===== config.mk =====
export PLATFORM = sky130hd
export DESIGN_NAME = latched_demux16
export DESIGN_NICKNAME = d
export VERILOG_FILES = /design/src/rtl/dmx_pkg.sv /design/src/rtl/dmx_addr_latch.sv /design/src/rtl/dmx_decode.sv /design/src/rtl/dmx_gate.sv /design/src/rtl/latched_demux16.sv
export SDC_FILE = /design/constraint.sdc
export NUM_CORES = 1
export LEC_CHECK = 0
export ABC_CLOCK_PERIOD_IN_PS = 1350
export BUFFER_PORTS_ARGS = -buffer_cell sky130_fd_sc_hd__buf_2
export CORE_AREA = 2 2 39 41
export DETAILED_ROUTE_END_ITERATION = 7
export DIE_AREA = 0 0 41 43
export GPL_TIMING_DRIVEN = 0
export PLACE_DENSITY = 0.74
export SLEW_MARGIN = 15
export SYNTH_ARGS = -nofsm -noshare
export SYNTH_HDL_FRONTEND = slang
export SYNTH_HIERARCHICAL = 1
export SYNTH_SLANG_ARGS = --single-unit

===== constraint.sdc =====
create_clock -name clk -period 1.35 [get_ports clk]
set_clock_uncertainty 0.1 [all_clocks]
set_input_delay 0.2025 -clock clk [delete_from_list [all_inputs] [get_ports clk]]
set_output_delay 0.2025 -clock clk [all_outputs]
set_load 0.05 [all_outputs]

===== src/rtl/dmx_pkg.sv =====
package dmx_pkg;

  localparam int unsigned DEF_ADDR_W = 4;

  // Number of select lines for a given address width.
  function automatic int unsigned line_count(input int unsigned aw);
    return 32'd1 << aw;
  endfunction

  // True when line k is the one named by address value a.
  function automatic logic line_hit(input logic [31:0] a, input int unsigned k);
    return (a == k);
  endfunction

endpackage


===== src/rtl/dmx_addr_latch.sv =====
module dmx_addr_latch #(
  parameter int unsigned ADDR_W = dmx_pkg::DEF_ADDR_W
) (
  input  logic              clk,
  input  logic              rst_n,
  input  logic              le_i,
  input  logic [ADDR_W-1:0] addr_i,
  output logic [ADDR_W-1:0] held_o,
  output logic [ADDR_W-1:0] eff_o
);

  logic [ADDR_W-1:0] held_q;

  always_ff @(posedge clk or negedge rst_n) begin
    if (!rst_n)    held_q <= '0;
    else if (le_i) held_q <= addr_i;
  end

  // transparent path while capture is high, stored value otherwise
  always_comb begin
    if (le_i) eff_o = addr_i;
    else      eff_o = held_q;
  end

  assign held_o = held_q;


  capture_load_chk: assert property (@(posedge clk) disable iff (!rst_n)
    le_i |=> (held_q == $past(addr_i)));


  hold_keep_chk: assert property (@(posedge clk) disable iff (!rst_n)
    !le_i |=> $stable(held_q));

endmodule


===== src/rtl/dmx_decode.sv =====
module dmx_decode #(
  parameter int unsigned ADDR_W = dmx_pkg::DEF_ADDR_W,
  localparam int unsigned N_OUT = 1 << ADDR_W
) (
  input  logic [ADDR_W-1:0] addr_i,
  output logic [N_OUT-1:0]  hot_o
);

  logic [31:0] addr_wide;
  assign addr_wide = 32'(addr_i);

  for (genvar k = 0; k < N_OUT; k++) begin : g_line
    assign hot_o[k] = dmx_pkg::line_hit(addr_wide, k);
  end

endmodule


===== src/rtl/dmx_gate.sv =====
module dmx_gate #(
  parameter int unsigned N_OUT = 16
) (
  input  logic             clk,
  input  logic             rst_n,
  input  logic             en_n_i,
  input  logic [N_OUT-1:0] hot_i,
  output logic [N_OUT-1:0] sel_o
);

  always_comb begin
    if (en_n_i) sel_o = '0;
    else        sel_o = hot_i;
  end


  blank_when_off_chk: assert property (@(posedge clk) disable iff (!rst_n)
    en_n_i |-> (sel_o == '0));


  single_when_on_chk: assert property (@(posedge clk) disable iff (!rst_n)
    !en_n_i |-> ($countones(sel_o) == 1));


  at_most_one_chk: assert property (@(posedge clk) disable iff (!rst_n)
    $onehot0(sel_o));

endmodule


===== src/rtl/latched_demux16.sv =====
module latched_demux16 #(
  parameter int unsigned ADDR_W = dmx_pkg::DEF_ADDR_W,
  localparam int unsigned N_OUT = 1 << ADDR_W
) (
  input  logic              clk,
  input  logic              rst_n,
  input  logic [ADDR_W-1:0] addr_i,
  input  logic              le_i,
  input  logic              en_n_i,
  output logic [N_OUT-1:0]  sel_o
);

  // named internal events for the checks below
  logic [ADDR_W-1:0] addr_held;
  logic [ADDR_W-1:0] addr_eff;
  logic [N_OUT-1:0]  line_hot;

  dmx_addr_latch #(.ADDR_W(ADDR_W)) u_latch (
    .clk    (clk),
    .rst_n  (rst_n),
    .le_i   (le_i),
    .addr_i (addr_i),
    .held_o (addr_held),
    .eff_o  (addr_eff)
  );

  dmx_decode #(.ADDR_W(ADDR_W)) u_decode (
    .addr_i (addr_eff),
    .hot_o  (line_hot)
  );

  dmx_gate #(.N_OUT(N_OUT)) u_gate (
    .clk    (clk),
    .rst_n  (rst_n),
    .en_n_i (en_n_i),
    .hot_i  (line_hot),
    .sel_o  (sel_o)
  );


  live_follow_chk: assert property (@(posedge clk) disable iff (!rst_n)
    (le_i && !en_n_i) |-> sel_o[addr_i]);


  held_index_chk: assert property (@(posedge clk) disable iff (!rst_n)
    (!le_i && !en_n_i) |-> sel_o[addr_held]);


  enable_no_touch_chk: assert property (@(posedge clk) disable iff (!rst_n)
    (!le_i && en_n_i) |=> (addr_held == $past(addr_held)));


  demux_level_chk: assert property (@(posedge clk) disable iff (!rst_n)
    sel_o[addr_eff] == !en_n_i);

endmodule


==> impl_metrics.sql, run 1 <==
INSERT INTO impl_metrics (metric_group, metric, value, unit) VALUES
('run_status', 'run_status', 'finished, violations left', ''),
('run_status', 'violations', 'setup timing', ''),
('global_routing', 'grt_use_total', '21.59', '%'),
('synth', 'post_synth_top_area_cell', 'dfrtp_1', ''),
('floorplan', 'dieWidth', '41', 'µm'),
('sta', 'setup-violations-final', '16', ''),
('global_routing', 'globalRouteMet1Util', '26.47', '%'),
('synth', 'synth.yosys.warnings', '6', ''),
('critical_path', 'element_type_at_the_critical_path_start', 'register', ''),
('run', 'maxCapViolations', '0', ''),
('critical_path', 'worst_setup_path_endpoint', 'sel_o[1]', ''),
('layout', 'ff_latch_area', '100.1', 'µm²'),
('global_routing', 'grt_first_pass_wirelength', '2.497', 'mm'),
('sta', 'max_freq', '500.5', 'MHz'),
('critical_path', 'worstReg2RegEnd', 'u_latch/held_o[2]', ''),
('clocking', 'cts.path.max_buffers', '2', ''),
('pwr', 'max-vdd-ir-drop', '0.4015', 'mV'),
('synth', 'netlist_top_cells_count', '7 x nor2b_2, 6 x and2b_2', ''),
('global_routing', 'first_global_vias', '527', ''),
('critical_path', 'worst_setup_path_start', 'u_latch/held_o[3]', ''),
('hold_path', 'hp-class', 'input pin to register', ''),
('critical_path', 'worst_setup_path_end_kind', 'primary output', ''),
('synth', 'yosys-top-cells-area', 'dfrtp_1 19%, nor2b_2 12%, nor4b_2 12%', ''),
('route', 'drt_wl_total', '1.628', 'mm'),
('floorplan', 'floorplan.die_area', '0.001763', 'mm²'),
('synth', 'synth_simple_gate_area_share', '63.83', '%'),
('synth', 'synth_compound_gate_area_share', '0', '%'),
('critical_path', 'critical-path-slowest-cell', 'dfrtp_1', ''),
('route', 'wl_per_cell', '16.12', 'µm'),
('sta', 'hold_violations', '0', ''),
('synth', 'yosys_most_used_dff', 'dfrtp_1', ''),
('clocking', 'cts_htree_levels', '1', ''),
('synth', 'yosys-mux-area-fraction', '8.738', '%'),
('route', 'vias', '571', ''),
('layout', 'antenna_cells', '0', ''),
('pwr', 'cellPowerDensity', '644.7', 'mW/mm²'),
('route', 'drtIter0Drc', '8', ''),
('critical_path', 'timing.critical_path.slowest_cell_delay', '0.36', 'ns'),
('critical_path', 'crit_chain', 'mux2_4, buf_6, nor4b_4, and2b_2, buf_8', ''),
('global_routing', 'grt_most_used_layer', 'met2', ''),
('synth', 'library_cell_with_the_highest_instance_count_after_synthesis', 'nor2b_2', ''),
('layout', 'drive_gt1_share', '85.88', '%'),
('clocking', 'clockRootBuffer', 'clkbuf_4', ''),
('global_routing', 'grt_start_max_net_pins', '11', ''),
('critical_path', 'worst_r2r_startpoint', 'u_latch/held_o[2]', ''),
('route', 'via_per_inst', '5.653', ''),
('synth', 'netlist_instances', '45', ''),
('placed_design', 'port-buffer-count', '23', ''),
('critical_path', 'crit_arrival', '1.70', 'ns'),
('sta', 'total_count_of_max_transition_violations_in_the_final_report', '0', ''),
('layout', 'areaGrowthSynthToFinish', '105.8', '%'),
('critical_path', 'rr_worst_depth', '3', ''),
('sta', 'tns', '-8.855', 'ns'),
('clocking', 'cts_tree', 'yes', ''),
('layout', 'flip_flop_count_of_the_largest_register_all_copies_and_words_added', '4', ''),
('clocking', 'cts_buffers', '3', ''),
('critical_path', 'setup.worst_path.class', 'register to primary output', ''),
('critical_path', 'cp_data_required_time', '1.05', 'ns'),
('critical_path', 'reg2reg_setup_slack', '0.23', 'ns'),
('synth', 'synth-seq-area-share', '19.42', '%'),
('synth', 'adder_cell_fraction_of_synth_area', '0', '%'),
('layout', 'final_util', '76.67', '%'),
('layout', 'final_cell_area', '0.001061', 'mm²'),
('sta', 'worst_slack', '-0.6479', 'ns'),
('synth', 'syn_area', '515.5', 'µm²'),
('sta', 'slew_headroom', '85.92', '%'),
('pwr', 'static-leakage-power', '0.4743', 'nW'),
('placed_design', 'place.detailed.hpwl', '777.6', 'µm'),
('sta', 'final_min_period_over_clock_period', '148.0', '%'),
('layout', 'fin_nets', '95', ''),
('placed_design', 'placed_area', '742.0', 'µm²');
-- power by group --
group	total (mW)	switching, mW	leakage (nW)	internal (mW)
registers	0.140	0.00689	0.0468	0.133
logic	0.389	0.185	0.414	0.204
clock network	0.155	0.0556	0.0138	0.0998
-- cells by family (layout without fill, tap and decap cells) --
group         count (synthesis)  in the layout
flops                         4              4
simple gates                 32             32
buf+inv                       5             42
mux                           4              7
-- per-stage QoR --
stage,total power [mW],std cells,hold slack (ns),setup WS [ns]
2_1_floorplan,0.3482,45,-0.1931,-0.3248
3_3_place_gp,0.3940,84,-0.09583,-0.4763
3_5_place_dp,0.3984,84,-0.08837,-0.4898
4_1_cts,0.6400,98,0.1478,-0.5967
5_1_grt,0.7105,101,0.1632,-0.6806
6_report,0.6841,101,0.1599,-0.6479
-- metal layers --
metal	share of wire, %	vias up
met5	0	-
met4	5.2	0
met3	4.2	8
met2	50	22
met1	40	284
li1	-	257
-- cell type report --
class / count / share of cell area, %
buffer: 5 / 5.307
tap: 16 / 1.887
sequential: 4 / 9.434
clock buffer: 3 / 2.123
multi-input combinational: 39 / 48.00
timing repair buffer: 34 / 33.25
-- worst max-delay path: cells and delay by family, from the launching register on --
family / cells / cell delay, ns
simple gates: 2 / 0.47
flops: 1 / 0.36
buf+inv: 2 / 0.29
mux: 1 / 0.33
-- cell usage in the layout (no fill, tap or decap), drive strengths merged --
master / count
dlygate4sd3: 1
dfrtp: 4
and4: 1
nor4: 1
and4bb: 6
and2b: 6
and4b: 4
nor2b: 10
nor4b: 4
clkbuf: 3
mux2: 7
buf: 38
-- worst min path at each step --
stage | start | endpoint | slack, ns
after floorplan | rst_n | u_latch/held_o[0] | -0.19
after global placement | rst_n | u_latch/held_o[1] | -0.1
after detailed placement | rst_n | u_latch/held_o[2] | -0.09
after CTS | addr_i[2] | u_latch/held_o[2] | 0.15
after global routing | addr_i[0] | u_latch/held_o[0] | 0.16
final | addr_i[0] | u_latch/held_o[0] | 0.16
-- repair_timing --
item | in CTS | in global routing
endpoints found under the hold margin | 4 | 0
gates resized for setup | 42 | 10
pin swaps | 8 | 4
hold buffers | 1 | 0
setup buffers | 3 | 3
setup endpoints to repair | 16 | 16
gates cloned | 7 | 0
Note: power is estimated with default switching activity, not from simulation.
==> run 2, diff against run 1 <==
Settings changed: CELL_PAD_IN_SITES_DETAIL_PLACEMENT set to 1, CELL_PAD_IN_SITES_GLOBAL_PLACEMENT set to 1, CORE_AREA 2 2 39 41 to unset, CORE_MARGIN set to 2, CORE_UTILIZATION set to 30, DIE_AREA 0 0 41 43 to unset, PLACE_DENSITY 0.74 to unset, PLACE_DENSITY_LB_ADDON set to 0.1.
==> impl_metrics.sql, run 2 (same netlist as run 1, synthesis figures left out) <==
INSERT INTO impl_metrics (metric_group, metric, value, unit) VALUES
('sta', 'timing.hold.ws', '0.1837', 'ns'),
('critical_path', 'worst_setup_path_start', 'u_latch/held_o[3]', ''),
('hold_path', 'start_point_of_the_worst_hold_path', 'addr_i[0]', ''),
('run', 'maxCapViolations', '0', ''),
('floorplan', 'die_height', '45.45', 'µm'),
('route', 'via_per_inst', '5.300', ''),
('critical_path', 'crit_chain', 'mux2_4, buf_6, nor4b_4, and2b_2, buf_8', ''),
('sta', 'hold_violations', '0', ''),
('sta', 'max_freq', '492.9', 'MHz'),
('hold_path', 'hp-class', 'input pin to register', ''),
('sta', 'timing_worst_slew_pin_value', '0.2417', 'ns'),
('layout', 'antenna_cells', '0', ''),
('critical_path', 'cp_data_required_time', '1.05', 'ns'),
('pwr', 'static-leakage-power', '0.4816', 'nW'),
('placed_design', 'post-place-ws', '-0.5261', 'ns'),
('sta', 'final_min_period_over_clock_period', '150.3', '%'),
('floorplan', 'initial_cell_density_of_the_core', '33.07', '%'),
('clocking', 'cts_sinks', '4', ''),
('critical_path', 'critical_path.max_fanout', '5', ''),
('placed_design', 'port-buffer-count', '23', ''),
('critical_path', 'worst_setup_path_end_kind', 'primary output', ''),
('clocking', 'clockRootBuffer', 'clkbuf_4', ''),
('route', 'drt.antenna.violating_nets', '0', ''),
('floorplan', 'floorplan.die_area', '0.002066', 'mm²'),
('run_status', 'run_status', 'finished, violations left', ''),
('global_routing', 'first_global_vias', '578', ''),
('pwr', 'power.share.clock', '21.8', '%'),
('clocking', 'cts_htree_levels', '1', ''),
('critical_path', 'worst_r2r_startpoint', 'u_latch/held_o[2]', ''),
('pwr', 'max-vdd-ir-drop', '0.3734', 'mV'),
('pwr', 'switching_share', '34.80', '%'),
('run_status', 'violations', 'setup timing', ''),
('global_routing', 'grt_antenna_before_repair', '0', ''),
('global_routing', 'grt_use_total', '21.52', '%'),
('floorplan', 'placement_rows', '14', ''),
('pwr', 'power.sequential.fraction', '19.6', '%'),
('route', 'drtPass1Iterations', '4', ''),
('route', 'drc', '0', ''),
('layout', 'flip_flop_count_of_the_largest_register_all_copies_and_words_added', '4', ''),
('clocking', 'cts_tree', 'yes', ''),
('global_routing', 'overflow_after_grt', '0', ''),
('sta', 'slew_headroom', '83.82', '%'),
('floorplan', 'num_io_pins', '24', ''),
('placed_design', 'routabilityCongestion', '0.6660', ''),
('sta', 'worst_slack', '-0.6788', 'ns'),
('pwr', 'cellPowerDensity', '652.0', 'mW/mm²'),
('floorplan', 'dieWidth', '45.45', 'µm'),
('layout', 'n_fill_cell', '157', ''),
('clocking', 'cts_buffers', '3', ''),
('placed_design', 'place.detailed.hpwl', '894.3', 'µm'),
('pwr', 'share_comb_of_total_power', '58.6', '%'),
('layout', 'mostFrequentLayoutCell', 'buf_6', ''),
('layout', 'fin_nets', '94', ''),
('sta', 'setup-violations-final', '16', ''),
('critical_path', 'setup.worst_path.class', 'register to primary output', ''),
('global_routing', 'grt_start_max_net_pins', '11', ''),
('pwr', 'power_switching', '244.5', 'µW'),
('sta', 'layout_min_cycle_time', '2.029', 'ns'),
('clocking', 'clkSlewWorstSetupHoldPaths', '0.04', 'ns'),
('route', 'drtIter0Drc', '4', ''),
('critical_path', 'timing.critical_path.max_delay_family', 'simple AND/OR/NAND/NOR gates', ''),
('critical_path', 'crit_arrival', '1.73', 'ns'),
('critical_path', 'timing.critical_path.slowest_cell_delay', '0.37', 'ns'),
('clocking', 'cts.path.max_buffers', '2', ''),
('layout', 'drive_gt1_share', '85.71', '%'),
('sta', 'rsz0062_at_grt', 'yes', ''),
('pwr', 'power.internal', '457.9', 'µW'),
('layout', 'areaGrowthSynthToFinish', '109.0', '%'),
('route', 'vias', '530', ''),
('route', 'wl_per_cell', '17.88', 'µm'),
('route', 'drt_wl_total', '1.788', 'mm'),
('global_routing', 'grt_first_pass_wirelength', '3.063', 'mm'),
('sta', 'tns', '-9.588', 'ns'),
('clocking', 'clk-insertion-delay-late', '0.24', 'ns'),
('critical_path', 'critical_path_buf_inv_count', '2', ''),
('critical_path', 'element_type_at_the_critical_path_start', 'register', ''),
('floorplan', 'core_area', '0.001559', 'mm²'),
('sta', 'total_count_of_max_transition_violations_in_the_final_report', '0', ''),
('layout', 'most-common-layout-cells', '15 x buf_6, 10 x nor2b_4, 9 x buf_8', ''),
('critical_path', 'critical-path-slowest-cell', 'dfrtp_1', '');
==> run 2: per-stage QoR <==
stage               utilization, %  area (µm²)  power (mW)  instances
CTS                          65.73        1025      0.6672         96
detailed placement           47.59       742.0      0.4028         84
finish                       69.10        1077      0.7024        100
global placement             47.59       742.0      0.3985         84
floorplan                        -       606.8      0.3482         45
global route                 69.10        1077      0.7502        100
==> run 2: worst register-to-register path: cells and delay by family, from the launching register on <==
| family | cells | cell delay [ns] |
|---|---|---|
| DFF | 1 | 0.35 |
| buffers and inverters | 1 | 0.15 |
| muxes | 1 | 0.32 |
==> run 2: what timing repair did <==
item | in CTS | in global routing
hold buffers | 1 | 0
setup buffers | 3 | 4
endpoints found under the setup margin | 16 | 16
pin swaps | 3 | 1
endpoints found under the hold margin | 4 | 0
gates resized for setup | 41 | 6
cloned | 5 | 0
==> run 2: power by group through the flow <==
stage          logic [mW]  registers [mW]  clock network, mW
5_1_grt             0.435           0.139              0.176
6_report            0.411           0.138              0.153
4_1_cts             0.382           0.137              0.148
3_3_place_gp        0.262           0.137                  0
2_1_floorplan       0.212           0.136                  0
3_5_place_dp        0.265           0.138                  0
==> run 2: area by class of cell <==
cell class	count	area [µm²]	share of cell area [%]
Buffer	5	67.56	6.272
Clock buffer	3	22.52	2.091
Timing Repair Buffer	34	376.6	34.96
Multi-Input combinational cell	38	490.5	45.53
Sequential cell	4	100.1	9.292
Tap cell	16	20.02	1.858
==> run 2: worst paths after layout <==
kind	to	slack [ns]	cells past startpoint
max in group asynchronous	u_latch/held_o[0]	0.80	2
max	sel_o[2]	-0.68	5
max reg2reg	u_latch/held_o[2]	0.32	2
min in group asynchronous	u_latch/held_o[2]	0.23	2
min reg2reg	u_latch/held_o[0]	0.48	1
min	u_latch/held_o[0]	0.18	2
==> run 2: layer usage <==
| metal | part of all wire, % | up-vias | global-route usage, % | wire length [µm] |
|---|---|---|---|---|
| li1 | - | 251 | - | - |
| met1 | 43 | 259 | 27.07 | 763 |
| met2 | 52 | 17 | 36.34 | 938 |
| met3 | 3.2 | 3 | 1.984 | 58 |
| met4 | 1.6 | 0 | 10.59 | 28 |
| met5 | 0 | - | 0 | 0 |
==> run 3, diff against run 2 <==
Settings changed: CAP_MARGIN set to 25, PLACE_DENSITY set to 0.78, PLACE_DENSITY_LB_ADDON 0.1 to unset, TNS_END_PERCENT set to 10.
==> impl_metrics.sql, run 3 (same netlist as run 1, synthesis figures left out) <==
INSERT INTO impl_metrics (metric_group, metric, value, unit) VALUES
('route', 'via_per_inst', '5.600', ''),
('clocking', 'clockRootBuffer', 'clkbuf_4', ''),
('clocking', 'cts_htree_levels', '1', ''),
('run_status', 'violations', 'setup timing', ''),
('sta', 'worst_slack', '-0.6663', 'ns'),
('layout', 'antenna_cells', '0', ''),
('sta', 'rsz0062_at_grt', 'yes', ''),
('pwr', 'power.sequential.fraction', '20.3', '%'),
('global_routing', 'grt_first_pass_wirelength', '2.297', 'mm'),
('pwr', 'switching_share', '37.30', '%'),
('pwr', 'static-leakage-power', '0.4590', 'nW'),
('placed_design', 'port-buffer-count', '23', ''),
('critical_path', 'timing.critical_path.max_delay_family', 'simple AND/OR/NAND/NOR gates', ''),
('clocking', 'cts_tree', 'yes', ''),
('clocking', 'cts.path.max_buffers', '2', ''),
('sta', 'slew_headroom', '85.23', '%'),
('layout', 'mostFrequentLayoutCell', 'buf_6', ''),
('clocking', 'clkSlewWorstSetupHoldPaths', '0.04', 'ns'),
('route', 'drtPass1Iterations', '1', ''),
('critical_path', 'setup.worst_path.class', 'register to primary output', ''),
('critical_path', 'crit_chain', 'mux2_4, buf_8, nor4b_4, and2b_2, buf_8', ''),
('clocking', 'clk-insertion-delay-late', '0.24', 'ns'),
('critical_path', 'worst_setup_path_end_kind', 'primary output', ''),
('pwr', 'cellPowerDensity', '667.6', 'mW/mm²'),
('floorplan', 'die_height', '45.45', 'µm'),
('sta', 'timing_worst_slew_pin_value', '0.2207', 'ns'),
('critical_path', 'critical_path_buf_inv_count', '2', ''),
('critical_path', 'reg2reg_setup_slack', '0.31', 'ns'),
('sta', 'max_freq', '496.0', 'MHz'),
('critical_path', 'critical-path-slowest-cell', 'dfrtp_1', ''),
('placed_design', 'place.detailed.hpwl', '886.2', 'µm'),
('global_routing', 'first_global_vias', '508', ''),
('floorplan', 'floorplan.die_area', '0.002066', 'mm²'),
('sta', 'timing.hold.ws', '0.1787', 'ns'),
('floorplan', 'placement_rows', '14', ''),
('layout', 'areaGrowthSynthToFinish', '97.33', '%'),
('route', 'drtIter0Drc', '0', ''),
('floorplan', 'dieWidth', '45.45', 'µm'),
('critical_path', 'cp_data_required_time', '1.05', 'ns'),
('layout', 'fin_nets', '89', ''),
('clocking', 'cts_sinks', '4', ''),
('floorplan', 'num_io_pins', '24', ''),
('route', 'vias', '532', ''),
('route', 'drt_wl_total', '1.870', 'mm'),
('critical_path', 'crit_arrival', '1.71', 'ns'),
('layout', 'area_occupied_by_multi_input_gates', '491.7', 'µm²'),
('sta', 'layout_min_cycle_time', '2.016', 'ns'),
('layout', 'ff_latch_area', '100.1', 'µm²'),
('floorplan', 'initial_cell_density_of_the_core', '33.07', '%'),
('global_routing', 'overflow_after_grt', '0', ''),
('pwr', 'share_comb_of_total_power', '57.3', '%'),
('sta', 'final_min_period_over_clock_period', '149.4', '%'),
('layout', 'drive_gt1_share', '84.81', '%'),
('clocking', 'cts_buffers', '3', ''),
('run_status', 'run_status', 'finished, violations left', ''),
('pwr', 'power_switching', '253.3', 'µW'),
('hold_path', 'hp-class', 'input pin to register', ''),
('route', 'wl_per_cell', '19.68', 'µm'),
('placed_design', 'routabilityCongestion', '0.6721', ''),
('critical_path', 'cp_common_cell', 'buf_8', ''),
('global_routing', 'grt_start_max_net_pins', '11', ''),
('layout', 'most-common-layout-cells', '14 x buf_6, 8 x nor2b_4, 7 x buf_2, 7 x buf_8, 6 x and2b_2', ''),
('sta', 'tns', '-9.248', 'ns'),
('run', 'maxCapViolations', '0', ''),
('global_routing', 'grt_antenna_before_repair', '0', ''),
('pwr', 'max-vdd-ir-drop', '0.5104', 'mV'),
('floorplan', 'core_area', '0.001559', 'mm²'),
('critical_path', 'critical_path.max_fanout', '6', ''),
('route', 'drc', '0', ''),
('critical_path', 'element_type_at_the_critical_path_start', 'register', ''),
('route', 'drt.antenna.violating_nets', '0', ''),
('critical_path', 'timing.critical_path.slowest_cell_delay', '0.36', 'ns'),
('sta', 'hold_violations', '0', ''),
('sta', 'total_count_of_max_transition_violations_in_the_final_report', '0', ''),
('global_routing', 'grt_use_total', '15.55', '%'),
('pwr', 'power.share.clock', '22.5', '%'),
('layout', 'n_fill_cell', '157', ''),
('pwr', 'power.internal', '425.8', 'µW'),
('layout', 'flip_flop_count_of_the_largest_register_all_copies_and_words_added', '4', ''),
('sta', 'setup-violations-final', '16', '');
run 3: final cells by class:
cell class | count | share of cell area, %
Multi-Input combinational cell | 37 | 48.34
Timing Repair Buffer | 30 | 30.14
Sequential cell | 4 | 9.840
Buffer | 5 | 7.503
Clock buffer | 3 | 2.214
Tap cell | 16 | 1.968
run 3: power groups by stage:
stage	clock, mW	combinational (mW)	sequential (mW)
after floorplan	0	0.194	0.136
after global placement	0	0.241	0.137
after detailed placement	0	0.244	0.138
after CTS	0.157	0.298	0.137
after global routing	0.164	0.407	0.139
final	0.153	0.389	0.138
run 3: metal layers:
metal / global-route usage, % / up-vias / wire [µm] / part of all wire, %
met5: 0 / - / 0 / 0
met4: 10.00 / 0 / 55 / 2.9
met3: 3.175 / 6 / 62 / 3.3
met2: 25.63 / 19 / 1003 / 54
met1: 18.05 / 266 / 749 / 40
li1: - / 241 / - / -
run 3: what timing repair did:
item	CTS	global route
pin swaps	1	5
hold endpoints to repair	4	0
setup buffers	0	4
cloned	2	1
gates resized for setup	40	15
endpoints found under the setup margin	16	16
hold buffers	1	0
run 3: stage by stage:
stage	utilization (%)	power [mW]	std cells	setup slack, ns	instance area, µm²
CTS	56.66	0.5910	90	-0.6163	883.3
global route	65.25	0.7099	95	-0.7262	1017
detailed placement	44.78	0.3815	84	-0.5547	698.2
floorplan	-	0.3295	45	-0.3249	563.0
global placement	44.78	0.3773	84	-0.5216	698.2
finish	65.25	0.6791	95	-0.6663	1017
run 3: worst paths after layout:
path	startpoint	to	cells after the start
setup reg to reg	u_latch/held_o[3]	u_latch/held_o[3]	2
setup / recovery	u_latch/held_o[3]	sel_o[2]	5
max in group asynchronous	rst_n	u_latch/held_o[0]	2
hold reg to reg	u_latch/held_o[0]	u_latch/held_o[0]	1
min in group asynchronous	rst_n	u_latch/held_o[3]	2
hold / removal	addr_i[0]	u_latch/held_o[0]	2
